`src/rtl/cfg_txn_pkg.sv`:
```
package cfg_txn_pkg;

    localparam int CFG_AW = 8;

    localparam logic [CFG_AW-1:0] OFS_DATA = 8'hA0;
    localparam logic [CFG_AW-1:0] OFS_CTRL = 8'hA4;
    localparam logic [CFG_AW-1:0] OFS_STAT = 8'hA8;

    // bits dropped when the control word is stored: launch and 19:18
    localparam logic [31:0] CTRL_KEEP = 32'h7FF3_FFFF;

    localparam logic [5:0] FN_OSC  = 6'd1;
    localparam logic [5:0] FN_VOLT = 6'd2;
    localparam logic [5:0] FN_MUX  = 6'd7;
    localparam logic [5:0] FN_SHUT = 6'd8;
    localparam logic [5:0] FN_RBT  = 6'd9;
    localparam logic [5:0] FN_DVI  = 6'd11;

    localparam logic [31:0] MB_SUPPLY_UV = 32'd3300000;

    typedef struct packed {
        logic        start;
        logic        wr;
        logic [3:0]  dcc;
        logic [5:0]  fn;
        logic [1:0]  rsvd;
        logic [1:0]  site;
        logic [3:0]  pos;
        logic [11:0] dev;
    } cfg_cmd_t;

    typedef enum logic [2:0] {
        TGT_ERR,
        TGT_MB_CLK,
        TGT_DB_CLK,
        TGT_MB_VOLT,
        TGT_DB_VOLT,
        TGT_NOP,
        TGT_SHUT,
        TGT_RBT
    } cfg_tgt_e;

    typedef enum logic [1:0] {
        ST_IDLE,
        ST_SHUT,
        ST_RBT
    } cfg_state_e;

endpackage

```
`src/rtl/cfg_txn_decode.sv`:
```
module cfg_txn_decode
    import cfg_txn_pkg::*;
#(
    parameter int MB_CLOCKS = 6,
    parameter int DB_CLOCKS = 4,
    parameter int DB_VSENS  = 4
) (
    input  logic [31:0] cmd_word,
    output cfg_tgt_e    tgt,
    output logic        is_wr
);
    localparam logic [11:0] MB_LIM = 12'(MB_CLOCKS);
    localparam logic [11:0] DB_LIM = 12'(DB_CLOCKS);
    localparam logic [11:0] DV_LIM = 12'(DB_VSENS);

    cfg_cmd_t c;
    logic     route_ok;
    logic     mb_dev0;
    logic     unused_bits;

    assign c           = cfg_cmd_t'(cmd_word);
    assign is_wr       = c.wr;
    assign unused_bits = ^{c.start, c.rsvd};
    assign route_ok    = (c.dcc == 4'd0) && (c.pos == 4'd0) && !c.site[1];
    assign mb_dev0     = (c.site == 2'd0) && (c.dev == 12'd0);

    always_comb begin
        tgt = TGT_ERR;
        if (route_ok) begin
            case (c.fn)
                FN_OSC: begin
                    if (c.site == 2'd0 && c.dev < MB_LIM)      tgt = TGT_MB_CLK;
                    else if (c.site == 2'd1 && c.dev < DB_LIM) tgt = TGT_DB_CLK;
                end
                FN_VOLT: begin
                    if (!c.wr && mb_dev0)                                tgt = TGT_MB_VOLT;
                    else if (!c.wr && c.site == 2'd1 && c.dev < DV_LIM)  tgt = TGT_DB_VOLT;
                end
                FN_MUX, FN_DVI: if (c.wr && mb_dev0) tgt = TGT_NOP;
                FN_SHUT:        if (c.wr && mb_dev0) tgt = TGT_SHUT;
                FN_RBT:         if (c.wr && mb_dev0) tgt = TGT_RBT;
                default: ;
            endcase
        end
    end
endmodule

```
`src/rtl/cfg_osc_bank.sv`:
```
module cfg_osc_bank #(
    parameter int                    DEPTH = 4,
    parameter logic [DEPTH*32-1:0]   INIT  = '0
) (
    input  logic        clk,
    input  logic        rst_n,
    input  logic        wr_en,
    input  logic [11:0] idx,
    input  logic [31:0] wr_data,
    output logic [31:0] rd_data
);
    logic [31:0] ent_q [DEPTH];

    for (genvar i = 0; i < DEPTH; i++) begin : g_ent
        always_ff @(posedge clk or negedge rst_n) begin
            if (!rst_n)
                ent_q[i] <= INIT[i*32 +: 32];
            else if (wr_en && idx == 12'(i))
                ent_q[i] <= wr_data;
        end
    end

    always_comb begin
        rd_data = '0;
        for (int i = 0; i < DEPTH; i++)
            if (idx == 12'(i)) rd_data = ent_q[i];
    end
endmodule

```
`src/rtl/cfg_txn_ctrl.sv`:
```
module cfg_txn_ctrl
    import cfg_txn_pkg::*;
#(
    parameter int                      DB_CLOCKS   = 4,
    parameter int                      DB_VSENS    = 4,
    parameter logic [DB_CLOCKS*32-1:0] DB_CLK_INIT = {32'd20000000, 32'd30000000,
                                                      32'd40000000, 32'd60000000},
    parameter logic [DB_VSENS*32-1:0]  DB_VOLT_UV  = {32'd1200000, 32'd1100000,
                                                      32'd1000000, 32'd900000}
) (
    input  logic              clk,
    input  logic              rst_n,
    input  logic              reg_wr,
    input  logic [CFG_AW-1:0] reg_addr,
    input  logic [31:0]       reg_wdata,
    output logic [31:0]       reg_rdata,
    output logic              cfg_shutdown,
    output logic              cfg_reboot
);
    localparam int MB_CLOCKS = 6;
    localparam logic [MB_CLOCKS*32-1:0] MB_INIT = {32'd24000000, 32'd24000000,
                                                   32'd24000000, 32'd24000000,
                                                   32'd23750000, 32'd50000000};

    logic [31:0] data_q, ctrl_q;
    logic [1:0]  stat_q;
    cfg_state_e  state_q, state_d;

    logic        wr_data, wr_ctrl, wr_stat, launch;
    cfg_tgt_e    tgt;
    logic        is_wr;
    logic [11:0] dev;
    logic [31:0] mb_rd, db_rd, dv_rd, rd_result;

    assign wr_data = reg_wr && reg_addr == OFS_DATA;
    assign wr_ctrl = reg_wr && reg_addr == OFS_CTRL;
    assign wr_stat = reg_wr && reg_addr == OFS_STAT;
    assign launch  = wr_ctrl && reg_wdata[31];
    assign dev     = reg_wdata[11:0];

    cfg_txn_decode #(
        .MB_CLOCKS(MB_CLOCKS), .DB_CLOCKS(DB_CLOCKS), .DB_VSENS(DB_VSENS)
    ) u_dec (
        .cmd_word(reg_wdata), .tgt(tgt), .is_wr(is_wr)
    );

    cfg_osc_bank #(.DEPTH(MB_CLOCKS), .INIT(MB_INIT)) u_mb_osc (
        .clk(clk), .rst_n(rst_n),
        .wr_en(launch && is_wr && tgt == TGT_MB_CLK),
        .idx(dev), .wr_data(data_q), .rd_data(mb_rd)
    );

    cfg_osc_bank #(.DEPTH(DB_CLOCKS), .INIT(DB_CLK_INIT)) u_db_osc (
        .clk(clk), .rst_n(rst_n),
        .wr_en(launch && is_wr && tgt == TGT_DB_CLK),
        .idx(dev), .wr_data(data_q), .rd_data(db_rd)
    );

    always_comb begin
        dv_rd = '0;
        for (int i = 0; i < DB_VSENS; i++)
            if (dev == 12'(i)) dv_rd = DB_VOLT_UV[i*32 +: 32];
    end

    always_comb begin
        case (tgt)
            TGT_MB_CLK:  rd_result = mb_rd;
            TGT_DB_CLK:  rd_result = db_rd;
            TGT_MB_VOLT: rd_result = MB_SUPPLY_UV;
            TGT_DB_VOLT: rd_result = dv_rd;
            default:     rd_result = '0;
        endcase
    end

    // register file: transaction completes on the control-write edge
    always_ff @(posedge clk or negedge rst_n) begin
        if (!rst_n) begin
            data_q <= '0;
            ctrl_q <= '0;
            stat_q <= '0;
        end else begin
            if (wr_data) data_q <= reg_wdata;
            if (wr_stat) stat_q <= reg_wdata[1:0];
            if (wr_ctrl) begin
                ctrl_q <= reg_wdata & CTRL_KEEP;
                if (reg_wdata[31]) begin
                    stat_q <= {tgt == TGT_ERR, 1'b1};
                    if (!is_wr && tgt != TGT_ERR) data_q <= rd_result;
                end
            end
        end
    end

    // request sequencer: state register
    always_ff @(posedge clk or negedge rst_n) begin
        if (!rst_n) state_q <= ST_IDLE;
        else        state_q <= state_d;
    end

    // next state: a pulse state is always left after one cycle
    always_comb begin
        state_d = ST_IDLE;
        if (launch) begin
            case (tgt)
                TGT_SHUT: state_d = ST_SHUT;
                TGT_RBT:  state_d = ST_RBT;
                default:  state_d = ST_IDLE;
            endcase
        end
    end

    // outputs decoded from state
    always_comb begin
        cfg_shutdown = 1'b0;
        cfg_reboot   = 1'b0;
        unique case (state_q)
            ST_IDLE: ;
            ST_SHUT: cfg_shutdown = 1'b1;
            ST_RBT:  cfg_reboot   = 1'b1;
            default: ;
        endcase
    end

    always_comb begin
        case (reg_addr)
            OFS_DATA: reg_rdata = data_q;
            OFS_CTRL: reg_rdata = ctrl_q;
            OFS_STAT: reg_rdata = {30'd0, stat_q};
            default:  reg_rdata = '0;
        endcase
    end
endmodule

```
`config.mk`:
```
export PLATFORM = sky130hd
export DESIGN_NAME = cfg_txn_ctrl
export DESIGN_NICKNAME = d
export VERILOG_FILES = /design/src/rtl/cfg_txn_pkg.sv /design/src/rtl/cfg_txn_decode.sv /design/src/rtl/cfg_osc_bank.sv /design/src/rtl/cfg_txn_ctrl.sv
export SDC_FILE = /design/constraint.sdc
export NUM_CORES = 1
export LEC_CHECK = 0
export BUFFER_PORTS_ARGS = -buffer_cell sky130_fd_sc_hd__buf_4
export CAP_MARGIN = 0
export CELL_PAD_IN_SITES_DETAIL_PLACEMENT = 0
export CELL_PAD_IN_SITES_GLOBAL_PLACEMENT = 2
export CORE_MARGIN = 2
export CORE_UTILIZATION = 50
export CTS_BUF_LIST = sky130_fd_sc_hd__clkbuf_8
export CTS_CLUSTER_DIAMETER = 50
export DETAILED_ROUTE_END_ITERATION = 10
export GPL_ROUTABILITY_DRIVEN = 0
export GPL_TIMING_DRIVEN = 0
export PLACE_DENSITY = 0.93
export SYNTH_ARGS = -nofsm -noshare
export SYNTH_HDL_FRONTEND = slang
export SYNTH_HIERARCHICAL = 1
export SYNTH_SLANG_ARGS = --single-unit
```
`constraint.sdc`:
```
create_clock -name clk -period 6.3 [get_ports clk]
set_clock_uncertainty 0.2 [all_clocks]
set_input_delay 1.575 -clock clk [delete_from_list [all_inputs] [get_ports clk]]
set_output_delay 1.575 -clock clk [all_outputs]
set_load 0.1 [all_outputs]
```
### Word-level counts from Yosys, hierarchy flattened

Cells that the tools add are included.

| operators by class | value |
|---|---|
| order comparisons | 2 |
| multiplexer cells | 36 |
| equal/unequal tests | 23 |
| reduce and logical (&&, ||, !) cells | 36 |

Operators by type and width:

| cell | number |
|---|---|
| 2-to-1 mux 32 bit | 14 |
| one-hot mux 32 bit (4 select lines) | 1 |
| one-hot mux 32 bit (3 select lines) | 1 |
| 2-to-1 mux 21 bit | 2 |
| 2-to-1 mux 20 bit | 2 |
| logical AND 1 bit | 27 |
| equality test 12 x 2 -> 1 bit, second input constant | 2 |
| equality test 12 x 3 -> 1 bit, second input constant | 2 |
| equality test 8 bit, second input constant | 3 |
| less-than comparator 12 x 3 -> 1 bit, second input constant | 2 |
| 2-to-1 mux 3 bit | 7 |
| equality test 6 x 4 -> 1 bit, second input constant | 3 |
| one-hot mux 3 bit (5 select lines) | 1 |
| equality test 12 x 1 -> 1 bit, second input constant | 1 |
| logical NOT 12 bit | 1 |
| 2-to-1 mux 2 bit | 5 |
| equality test 3 bit, second input constant | 3 |
| logical NOT 4 bit | 2 |
| equality test 3 x 2 -> 1 bit, second input constant | 2 |
| equality test 6 x 1 -> 1 bit, second input constant | 1 |
| equality test 6 x 2 -> 1 bit, second input constant | 1 |
| equality test 6 x 3 -> 1 bit, second input constant | 1 |
| equality test 2 x 1 -> 1 bit, second input constant | 2 |
| one-hot mux 2 bit (2 select lines) | 1 |
| 8 further kinds | 10 |

| storage, ports and cells | value |
|---|---|
| output and inout bits | 34 |
| input port bits | 43 |
| register bits after elaboration | 385 |
| word-level logic and storage cells | 111 |

### Depth between registers and ports, before layout

Gate-level depths: netlist of the first run.

| depth | value |
|---|---|
| word-level depth | 12 |
| depth in mapped cells | 15 |
| depth with buffers taken out | 10 |

### Hierarchy

The synthesis of the first run kept the hierarchy.

By module, submodules not included:

| module | sequential area each (µm²) | instances | cells each | area each (µm²) |
|---|---|---|---|---|
| cfg_osc_bank (u_mb_osc) | 4884.7 | 1 | 649 | 9130.0 |
| cfg_osc_bank (u_db_osc) | 3248.1 | 1 | 355 | 6243.5 |
| cfg_txn_ctrl | 1626.6 | 1 | 359 | 3844.9 |
| cfg_txn_decode | 0.0 | 1 | 41 | 267.8 |

### Worst setup path before layout of the first run

OpenSTA, ideal clock, no wires.

| timing path | value |
|---|---|
| path type | input-to-output |
| start | input port reg_addr[6] |
| end | output port reg_rdata[10] |
| data arrival time | 3626 ps |
| setup slack | 899 ps |
| stages on the path | 5 |
| data required time | 4525 ps |
| buffers on the path | 1 |
| path through | nand4bb_4 -> or3_2 -> nor2_1 -> buf_2 -> a22o_1 |

| on the way | value |
|---|---|
| cells in the longest elaborated chain, start to end | 2 |
| elaborated cells between the ends (all ways) | 4 |
| those cells by class | eq/ne: 3; mux: 1 |

RTL lines:

| element | RTL line | source |
|---|---|---|
| start, declared | cfg_txn_ctrl.sv:14 | `input logic [CFG_AW-1:0] reg_addr,` |
| equality test 8 bit | cfg_txn_ctrl.sv:125 | `case (reg_addr)` |
| one-hot mux 32 bit (3 select lines) * | cfg_txn_ctrl.sv:125 |  |
| end, declared | cfg_txn_ctrl.sv:16 | `output logic [31:0] reg_rdata,` |

Every way passes the cells marked *; elsewhere a longest branch is shown, timed or not.

### Worst setup path in the final report of the first run

| timing path | value |
|---|---|
| start | input port reg_wdata[13] |
| end | register u_mb_osc/ent_q[166] in the netlist's numbering |

| on the way | value |
|---|---|
| cells in the longest elaborated chain, start to end | 7 |

RTL lines:

| element | RTL line | source |
|---|---|---|
| start, declared | cfg_txn_ctrl.sv:15 | `input logic [31:0] reg_wdata,` |
| logical NOT 4 bit | cfg_txn_decode.sv:24 | `assign route_ok = (c.dcc == 4'd0) && (c.pos == 4'd0) && !c.site[1];` |
| logical AND 1 bit (2 in a row) | cfg_txn_decode.sv:24 |  |
| 2-to-1 mux 3 bit | cfg_txn_decode.sv:29 | `if (route_ok) begin` |
| named net tgt[0] | cfg_txn_ctrl.sv:30 | `cfg_tgt_e tgt;` |
| equality test 3 x 1 -> 1 bit | cfg_txn_ctrl.sv:49 | `.wr_en(launch && is_wr && tgt == TGT_MB_CLK),` |
| logical AND 1 bit | cfg_txn_ctrl.sv:49 |  |
| logical AND 1 bit | cfg_osc_bank.sv:18 | `else if (wr_en && idx == 12'(i))` |
| end signal, assigned by index | cfg_osc_bank.sv:17 | `ent_q[i] <= INIT[i*32 +: 32];` |
| end signal, assigned by index | cfg_osc_bank.sv:19 | `ent_q[i] <= wr_data;` |
| end, declared | cfg_osc_bank.sv:12 | `logic [31:0] ent_q [DEPTH];` |

The timed path passes the listed nets, and every way through them passes these cells.
A chain may end at the register's enable or synchronous reset.

==> impl_results.md, run 1 <==
- Flip-flop cell with the highest count after synthesis: dfrtp_1
- Min setup slack post-route: 0.175 ns
- Final Util: 0.575
- Number of levels the H-tree was split into: 3
- Core footprint: 38,600 um^2
- Initial DRC Count: 964
- Via count of the first global-routing pass: 13,500
- Relative max-transition margin: 0.245
- Shortest period the worst path allows: 6.12 ns
- Number of rows in the core area: just over 70
- Syn_nets: 1,447
- Compound-Gate Fraction of Synth Area: 0.0847
- DR vias: approximately 13,000
- Overall routing resource usage: 0.271
- Buffer count from post-CTS setup fixing: 0
- Post-synthesis simple-gate area fraction: 0.0771
- Smallest hold slack: 0.286 ns
- Area after detailed placement: 20,800 um^2
- Vertical die dimension: 201 um
- I/O pin total: a little under 80
- TritonCTS clock tree: done
- Class of the worst hold path: reg2reg
- Combinational power share: 0.050
- Adder and majority gate portion of the synthesized area: 0
- Hold path startpoint: u_mb_osc/ent_q[75]$_DFFE_PN0P_
- Max stage delay on crit path: 0.65 ns
- Top library cells by usage in the layout, fill and taps aside: 285 x dfrtp_1, 246 x mux2_2, 100 x dfstp_2
- Number of pins exceeding their max-slew limit in the final report: 0
- Number of clock sinks seen by CTS: slightly below 400
- Critical path launch point type: input pin
- Areal power density over the cells: roughly 230 nW/um^2
- Hold-fix buffers, CTS: 0
- Path depth of the worst reg2reg path: 6
- Setup repair after global routing missed its margin: no
- Number of hold violations in the final report: 0
- Met1 demand-to-capacity share in global routing: 0.372
- Maximum number of pins on one net before global-route repair: 115
- Terminus of the critical flop-to-flop path: data_q[7]$_DFF_PN0_
- Area enclosed by the die boundary: 40,600 um^2
- Fraction of synthesized cell area in xor and xnor cells: 0
- Fraction of the yosys area taken by sequential cells: 0.501
- Clock share of power: 0.452
- Highest attainable clock frequency: 163 MHz
- Met2 track demand over resource in global routing: 0.424
- Syn avg cell area: about 14 um^2
- Dpl ws: -0.793 ns
- Crit Path Class: in2reg
- Syn-to-layout area delta: 13.8%
- CP Cell Sequence: buf_4 > nor4_2 > o2111ai_1 > a311oi_1 > clkbuf_1 > clkbuf_1 > nor3b_2 > or4b_2 > nor4_2 > buf_2 > mux2_2
- CTS root buffer: clkbuf_8
- #FFs+latches synth: around 390
- Period Utilization, post-route: 0.972
- Synth unique cells: 68
- Buffer levels on the longest clock path: 3
- Ys Warns: 6
- GRT Max-Usage Layer: met2
- Remaining DRCs: 0
- Slack of the worst reg-to-reg path: 4.38 ns
- Setup_tns: 0 ns
- Number of resized instances in the post-cts repair step: 1
- Switching power as a share of total power: 0.244
- Total congestion overflow: 0
- Share of synthesized area spent on multiplexers: 0.302
- Number of antenna violations at the first check in global routing: 0
- Initial DRT Pass Iterations: 5
- Total clock buffers created by CTS: 69
- Final Cell Area: 22,200 um^2
- Detail-routed net length per standard cell: 25.5 um
- Total setup violations reported at the end of the flow: 0
- Detailed Route WL: 54.2 mm
- HPWL after DPL: 36.5 mm
- Nets: between 1,500 and 2,000
- Starting density of the core: 0.505
- Number of enable-type register cells in the synthesized netlist: 0
- Outcome: finished clean
- Drt via density: 6.06
- Worst Hold Depth: 1
- Total internal power: 3.86 mW
- Slew at the pin closest to its max-slew limit: 1.12 ns
- Dpl cells: 2,000
- Net switching power: 1.25 mW
- Critical path endpoint category: flop
- Critical path data arrival time: about 6.4 ns
- Data required time of the critical path: 6.58 ns
- Synthesized instance count: 1,404
- Part of the total power dissipated in sequential elements: 0.498
- Synth async-reset ratio: 1.00
- Routed Antenna Nets: 0
- Crit path max fanout: 10
- Reg clk slew, reported paths: 0.05 ns
- Critical Path Slowest Stage Cell: nor4_2
- Worst Hold Path EP: u_mb_osc/ent_q[75]$_DFFE_PN0P_
- Clock network latency to the later pin of the worst-skew pair: 0.61 ns
- Most common cell after layout, fill and taps aside: dfrtp_1
- Syn Std Cell Area: 19,500 um^2
- Wire length of the first global-routing pass: 83.4 mm
- Pleak: 10.5 nW
- Met3 track demand over resource in global routing: 0.0620
- VDD IR-drop max: approximately 0.00011 V
- Startpoint of the most critical register-to-register path: u_db_osc/ent_q[71]$_DFFE_PN0P_
- Non-filler cells in the finished layout: 2,122
- Ratio of cells with drive above 1 in the final layout: 0.453
- Buffers added on ports: 75
- Max-capacitance violation count: 0
- Dominant combinational cell family by area after synthesis: multiplexers
- Horizontal extent of the die: between 200 and 250 um
- Total power after layout: 5.11 mW
- ANT cells: 0
-- worst max-delay path by stage --
stage / start / to / slack, ns / cells past startpoint
2_1_floorplan: reg_addr[6] / reg_rdata[10] / 0.90 / 5
6_report: reg_wdata[13] / u_mb_osc/ent_q[166]$_DFFE_PN0P_ / 0.18 / 11
3_5_place_dp: reg_wdata[13] / u_mb_osc/ent_q[122]$_DFFE_PN0P_ / -0.79 / 11
4_1_cts: reg_wdata[20] / u_mb_osc/ent_q[122]$_DFFE_PN0P_ / 0.09 / 15
3_3_place_gp: reg_wdata[13] / u_mb_osc/ent_q[112]$_DFFE_PN0P_ / -0.78 / 11
5_1_grt: reg_wdata[20] / u_mb_osc/ent_q[166]$_DFFE_PN0P_ / 0.09 / 13
-- synthesized netlist by cell type, types with 4 or more instances --
master     count  area, um^2
nor4_1         4        25.0
nor2b_1       71         444
a22oi_1        7        52.6
mux4_2        32         721
buf_2         34         170
mux2_4        90        1350
a2bb2oi_1     34         298
nand3_1        4        20.0
nor4_2         7        87.6
nor3b_1        4        30.0
dfstp_2      100        2630
nand4b_1       4        35.0
o22a_1         5        43.8
dfrtp_1      285        7130
mux2i_1       87         871
a22o_1        45         394
mux2_1        15         169
nand2_1       35         131
a21oi_1       18        90.1
o21ai_0       12        60.1
o22ai_1       11        68.8
nor3_1        38         190
clkbuf_1      52         195
o21bai_1      33         248
buf_1          5        18.8
inv_1          4        15.0
nor2_1        13        48.8
mux2_2       246        2770
buf_12         6         120
a32o_1        32         320
buf_6         13         146
-- logic make-up (layout without fill, tap and decap cells) --
group	count (synthesis)	count (layout)
DFF	385	385
AOI/OAI and AO/OA	206	206
buffers and inverters	118	318
and+or+nand+nor	225	225
muxes	470	470
-- final cells by class --
cell class                      instances  area [um^2]
Buffer                                113          674
Clock buffer                           90         1240
Clock inverter                         33          136
Fill cell                            3215        16400
Inverter                                4         15.0
Multi-Input combinational cell        901         9050
Sequential cell                       385         9760
Tap cell                              518          648
Timing Repair Buffer                   78          653
-- power by group through the flow --
stage / combinational [mW] / clock, mW / sequential, mW
floorplan: 0.115 / 0 / 2.56
global placement: 0.244 / 0 / 2.58
detailed placement: 0.255 / 0 / 2.58
CTS: 0.256 / 2.37 / 2.54
global route: 0.278 / 2.49 / 2.55
finish: 0.255 / 2.31 / 2.54
-- sequential cells by signal, indices dropped and copies added (netlist names) --
name            count
u_mb_osc/ent_q    192
state_q             2
u_db_osc/ent_q    128
data_q             32
ctrl_q             29
stat_q              2
-- routing by layer --
| metal | routed length [um] | share of wire |
|---|---|---|
| met5 | 0 | 0 |
| met4 | 1450 | 0.027 |
| met3 | 3620 | 0.067 |
| met2 | 25300 | 0.47 |
| met1 | 23800 | 0.44 |
-- critical path: cells and delay by family --
kind                   cells  cell delay [ns]
multiplexers               1             0.37
AND/OR/NAND/NOR            4             2.35
AO/OA/AOI/OAI              2             0.59
buffers and inverters      4             1.50
No activity file was read; power rests on OpenSTA's default activity.
==> run 2, diff against run 1 <==
- CORE_UTILIZATION: 50 -> 49
- SYNTH_HIERARCHICAL: 1 -> unset
==> impl_results.md, run 2 <==
- Outcome: complete, but fails checks
- Violations in the final reports: setup timing
- Period Utilization, post-route: 1.00
- Area enclosed by the die boundary: just under 40,000 um^2
- Total setup violations reported at the end of the flow: 1
- Cell type with the largest total area after synthesis: dfrtp_1
- Number of levels the H-tree was split into: 3
- Drt via density: between 6 and 7
- Hold-fix buffers, CTS: 0
- Synthesized instance count: 1,431
- Starting density of the core: 0.493
- Horizontal extent of the die: ~200 um
- Class of the worst hold path: reg2reg
- Buffer count from post-CTS setup fixing: 0
- Number of pins exceeding their max-slew limit in the final report: 0
- Number of enable-type register cells in the synthesized netlist: 0
- Most frequent cells after synthesis: 285 x dfrtp_1, 282 x mux2_2, 109 x clkbuf_1
- VDD IR-drop max: ~0.00019 V
- Highest attainable clock frequency: 158 MHz
- Remaining DRCs: 0
- Crit path max fanout: 10
- Vertical die dimension: 198 um
- Ratio of cells with drive above 1 in the final layout: 0.381
- Detailed Route WL: 62.1 mm
- Routed Antenna Nets: 0
- Total congestion overflow: 0
- Flip-flop cell with the highest count after synthesis: dfrtp_1
- Dpl ws: -0.514 ns
- ANT cells: 0
- Final Util: 0.563
- Core footprint: 37,400 um^2
- Syn Std Cell Area: 18,400 um^2
- Crit path capture: data_q[8]$_DFF_PN0_
- Register area: 9760 um^2
- Startpoint of the most critical register-to-register path: u_mb_osc.ent_q[140]$_DFFE_PN0P_
- Critical path launch point type: input pin
- Synth unique cells: 69
- Syn-to-layout area delta: 14.2%
- Nets: 1,620
- Wire length of the first global-routing pass: around 91 mm
- Reg clk slew, reported paths: 0.06 ns
- Largest Register: u_mb_osc.ent_q
- Synth async-reset ratio: 1.00
- Detail-routed net length per standard cell: 29.0 um
- Number of flip-flops under the largest register name: around 190
- Ys Warns: 0
- Path depth of the worst reg2reg path: 5
- CTS root buffer: clkbuf_8
- CP startpoint: reg_wdata[0]
- Clock network latency to the later pin of the worst-skew pair: 0.62 ns
- DR vias: around 14,000
- Shortest period the worst path allows: 6.32 ns
- Fraction of the yosys area taken by sequential cells: 0.529
- Buffer levels on the longest clock path: 3
- Number of rows in the core area: 71
- Setup repair after global routing missed its margin: no
- Min setup slack post-route: -0.0238 ns
- TritonCTS clock tree: done
- HPWL after DPL: 41.8 mm
- Top library cells by usage in the layout, fill and taps aside: 285 x dfrtp_1, 282 x mux2_2, 103 x clkbuf_1
- Critical path data arrival time: ~6.6 ns
- Syn avg cell area: roughly 13 um^2
- Number of hold violations in the final report: 0
- Crit Path Class: in2reg
- Syn_nets: 1,474
- Initial DRT Pass Iterations: 9
- Cell types with the largest area share after synthesis: dfrtp_1 39%, mux2_2 17%, dfstp_2 14%
- Pleak: 10.1 nW
- Areal power density over the cells: 236 nW/um^2
- Registers with the highest flip-flop counts: u_mb_osc.ent_q: 192 flops, u_db_osc.ent_q: 128 flops, data_q: 32 flops
- Max-capacitance violation count: 0
- Number of clock sinks seen by CTS: 385
- Terminus of the critical flop-to-flop path: data_q[12]$_DFF_PN0_
- Share of the synthesized area in the top cell type: 0.387
- I/O pin total: 77
- Total power after layout: 4.98 mW
- Combined area of the multi-input logic cells: roughly 8200 um^2
- Setup_tns: -0.0238 ns
- Layout filler cell count: 3,193
- Critical path endpoint category: flop
- Maximum number of pins on one net before global-route repair: 118
- Library cell with the highest instance count after synthesis: dfrtp_1
- Data required time of the critical path: ~6.6 ns
- Overall routing resource usage: 0.326
- Buffers added on ports: 70
- Most common cell after layout, fill and taps aside: dfrtp_1
- Number of antenna violations at the first check in global routing: 0
- Initial DRC Count: 1,356
- Slew at the pin closest to its max-slew limit: 1.39 ns
- Total clock buffers created by CTS: 68
- Slack of the worst reg-to-reg path: 3.54 ns
- #FFs+latches synth: 385
- Via count of the first global-routing pass: 13,800
- Relative max-transition margin: 0.0729
==> run 2: changes by cell type in the layout (fill, tap and decap cells not counted), sizes merged, moves of 38 or more <==
cell | before | now
buf | 139 | 101
nor2 | 13 | 52
mux2i | 87 | 35
clkbuf | 142 | 184
nor2b | 71 | 6
==> run 2: kinds of logic after synthesis <==
logic type / share of synthesized area
flip-flops: 0.529
AND/OR/NAND/NOR: 0.0692
multiplexers: 0.279
XOR/XNOR: 0.00143
AO/OA/AOI/OAI: 0.0913
buffers and inverters: 0.0301
==> run 2: area by class of cell <==
class | instances | share of cell area
clock inverter | 49 | 0.0118
multi-input combinational | 902 | 0.387
timing repair buffer | 77 | 0.0307
clock buffer | 76 | 0.0497
tap | 511 | 0.0304
inverter | 11 | 0.00196
buffer | 132 | 0.0248
sequential | 385 | 0.464
==> run 2: report_power, final <==
group / internal, mW / total, mW / switching (mW)
clock network: 1.15 / 2.21 / 1.06
logic: 0.0678 / 0.253 / 0.186
registers: 2.50 / 2.51 / 0.0146
==> run 2: worst min path at each step <==
stage | cells past startpoint | from | end
3_5_place_dp | 2 | ctrl_q[2]$_DFFE_PN0P_ | ctrl_q[2]$_DFFE_PN0P_
2_1_floorplan | 2 | ctrl_q[0]$_DFFE_PN0P_ | ctrl_q[0]$_DFFE_PN0P_
5_1_grt | 1 | u_db_osc.ent_q[84]$_DFFE_PN0P_ | u_db_osc.ent_q[84]$_DFFE_PN0P_
4_1_cts | 2 | ctrl_q[2]$_DFFE_PN0P_ | ctrl_q[2]$_DFFE_PN0P_
6_report | 2 | ctrl_q[30]$_DFFE_PN0P_ | ctrl_q[30]$_DFFE_PN0P_
3_3_place_gp | 2 | ctrl_q[0]$_DFFE_PN0P_ | ctrl_q[0]$_DFFE_PN0P_
==> run 2: per-layer routing <==
layer,track usage,up-vias,routed length [um],share of wire
li1,-,5659,-,-
met1,0.437,7145,25500,0.41
met2,0.493,698,27500,0.44
met3,0.0835,212,5650,0.091
met4,0.159,2,3460,0.056
met5,0.0115,-,57,0.00092
==> run 2: what timing repair did <==
item	in CTS	in global routing
gates resized for setup	8	0
hold endpoints to repair	0	0
pin swaps	0	0
setup endpoints to repair	30	25
==> run 2: stage by stage <==
| step | hold WS [ns] | cells | cell area (um^2) |
|---|---|---|---|
| 4_1_cts | 0.289 | 2144 | 21000 |
| 3_3_place_gp | 0.263 | 2012 | 19600 |
| 6_report | 0.285 | 2143 | 21100 |
| 5_1_grt | 0.294 | 2143 | 21100 |
| 2_1_floorplan | 0.250 | 1431 | 18400 |
| 3_5_place_dp | 0.276 | 2019 | 19700 |
==> run 2: worst max-delay path, cell delays in order <==
cell and delay [ns]:
clkbuf_1 0.40, buf_1 0.73, clkbuf_1 1.01, clkbuf_1 1.04, nand3_1 0.90, o311ai_0 0.77, a21oi_1 0.14
==> run 3, diff against run 2 <==
==> constraint.sdc (replaced) <==
create_clock -name clk -period 8 [get_ports clk]
set_clock_uncertainty 0.2 [all_clocks]
set_input_delay 0.8 -clock clk [delete_from_list [all_inputs] [get_ports clk]]
set_output_delay 0.8 -clock clk [all_outputs]
set_load 0.1 [all_outputs]
==> impl_results.md, run 3 (same netlist as run 2, synthesis figures left out) <==
- Outcome: finished clean
- Core footprint: 37,400 um^2
- Data required time of the critical path: 8.28 ns
- Buffers added on ports: 70
- Relative max-transition margin: 0.0561
- Initial DRC Count: 1,470
- Period Utilization, post-route: 0.685
- Critical path launch point type: input pin
- Number of flip-flops under the largest register name: 192
- Number of hold violations in the final report: 0
- Registers with the highest flip-flop counts: u_mb_osc.ent_q: 192 flops, u_db_osc.ent_q: 128 flops, data_q: 32 flops
- Total clock buffers created by CTS: 68
- Drt via density: 6.40
- DR vias: 13,700
- Via count of the first global-routing pass: roughly 14,000
- I/O pin total: 77
- Number of rows in the core area: 71
- CP Cell Sequence: clkbuf_1 > buf_1 > clkbuf_1 > clkbuf_1 > nand3_1 > o311ai_0 > a21oi_1
- Number of levels the H-tree was split into: 3
- Overall routing resource usage: 0.325
- Final Util: 0.563
- Area enclosed by the die boundary: a little under 40,000 um^2
- Setup_tns: 0 ns
- Clock network latency to the later pin of the worst-skew pair: 0.62 ns
- Buffer count from post-CTS setup fixing: 0
- Most frequent CP cell: clkbuf_1
- Total congestion overflow: 0
- Starting density of the core: 0.493
- VDD IR-drop max: 0.000149 V
- Max-capacitance violation count: 0
- Buffer levels on the longest clock path: 3
- Detail-routed net length per standard cell: 29.0 um
- Crit Path Class: in2reg
- ANT cells: 0
- Combined area of the multi-input logic cells: 8150 um^2
- Total power after layout: 3.92 mW
- Critical Path Slowest Stage Cell: clkbuf_1
- CTS root buffer: clkbuf_8
- Number of resized instances in the post-cts repair step: 0
- Wire length of the first global-routing pass: 91.2 mm
- Layout filler cell count: approximately 3,200
- Number of antenna violations at the first check in global routing: 0
- Hold-fix buffers, CTS: 0
- Critical path endpoint category: flop
- Maximum number of pins on one net before global-route repair: 118
- Total setup violations reported at the end of the flow: 0
- Initial DRT Pass Iterations: 6
- Largest Register: u_mb_osc.ent_q
- Highest attainable clock frequency: 182 MHz
- Horizontal extent of the die: 198 um
- Ratio of cells with drive above 1 in the final layout: 0.378
- Pleak: 10.0 nW
- Nets: 1,621
- Remaining DRCs: 0
- Vertical die dimension: 198 um
- HPWL after DPL: 41.8 mm
- Max stage delay on crit path: about 1.0 ns
- Register area: approximately 10000 um^2
- Critical path data arrival time: 5.76 ns
- Slew at the pin closest to its max-slew limit: 1.42 ns
- Syn-to-layout area delta: 14.1%
- Most common cell after layout, fill and taps aside: dfrtp_1
- Kind of cell adding the most delay to the critical path: buffers and inverters
- Shortest period the worst path allows: 5.48 ns
- Detailed Route WL: 62.2 mm
- Class of the worst hold path: in2async
- Top library cells by usage in the layout, fill and taps aside: 285 x dfrtp_1, 282 x mux2_2, 109 x clkbuf_1
- Critical path buffer and inverter count: 4
- Reg clk slew, reported paths: around 0.060 ns
- Setup repair after global routing missed its margin: no
- Crit path max fanout: 10
- TritonCTS clock tree: done
- Areal power density over the cells: 186 nW/um^2
- Number of pins exceeding their max-slew limit in the final report: 0
- Routed Antenna Nets: 0
- Number of clock sinks seen by CTS: 385
==> run 3: changes by cell type in the layout (fill, tap and decap cells not counted) <==
cell,delta
clkbuf_1,+6
clkbuf_4,-3
clkbuf_2,-2
==> run 3: final cells by class <==
| class | instances | share of cell area |
|---|---|---|
| flip-flops and latches | 385 | 0.464 |
| well taps | 511 | 0.0304 |
| clock buffers | 76 | 0.0497 |
| repair buffers | 77 | 0.0307 |
| multi-input cells | 902 | 0.387 |
| inverters | 11 | 0.00196 |
| plain buffers | 133 | 0.0244 |
| clock inverters | 49 | 0.0118 |
==> run 3: through the flow <==
stage	worst slack, ns	hold slack [ns]	std cells	instance area (um^2)
6_report	2.52	0.0262	2144	21000
5_1_grt	2.48	0.0728	2144	21000
4_1_cts	2.60	0.0499	2144	21000
3_5_place_dp	1.96	0.276	2019	19700
3_3_place_gp	1.73	0.263	2012	19600
2_1_floorplan	3.65	0.250	1431	18400
==> run 3: metal layers <==
layer  wire length, um  track usage  up-vias
li1                  -            -     5650
met2             27800        0.490      704
met5                59       0.0115        -
met3              5550       0.0845      205
met4              3340        0.164        2
met1             25500        0.436     7153
==> run 3: report_power, final <==
part	internal (mW)	total (mW)	leakage [nW]	switching, mW
registers	1.97	1.98	5.00	0.0115
logic	0.0533	0.199	4.27	0.146
clock network	0.907	1.74	0.766	0.837
total	2.93	3.92	10.0	0.995
==> run 3: path summary, 6_finish.rpt <==
path | startpoint | end | slack, ns | cells past startpoint
max | reg_wdata[0] | data_q[8]$_DFF_PN0_ | 2.52 | 7
min | rst_n | u_db_osc.ent_q[60]$_DFFE_PN0P_ | 0.03 | 1
max reg2reg | u_mb_osc.ent_q[140]$_DFFE_PN0P_ | data_q[12]$_DFF_PN0_ | 5.22 | 5
min reg2reg | ctrl_q[30]$_DFFE_PN0P_ | ctrl_q[30]$_DFFE_PN0P_ | 0.28 | 2
max in group asynchronous | rst_n | u_mb_osc.ent_q[81]$_DFFE_PN1P_ | 6.16 | 3
min in group clk | reg_wdata[10] | ctrl_q[10]$_DFFE_PN0P_ | 0.24 | 2
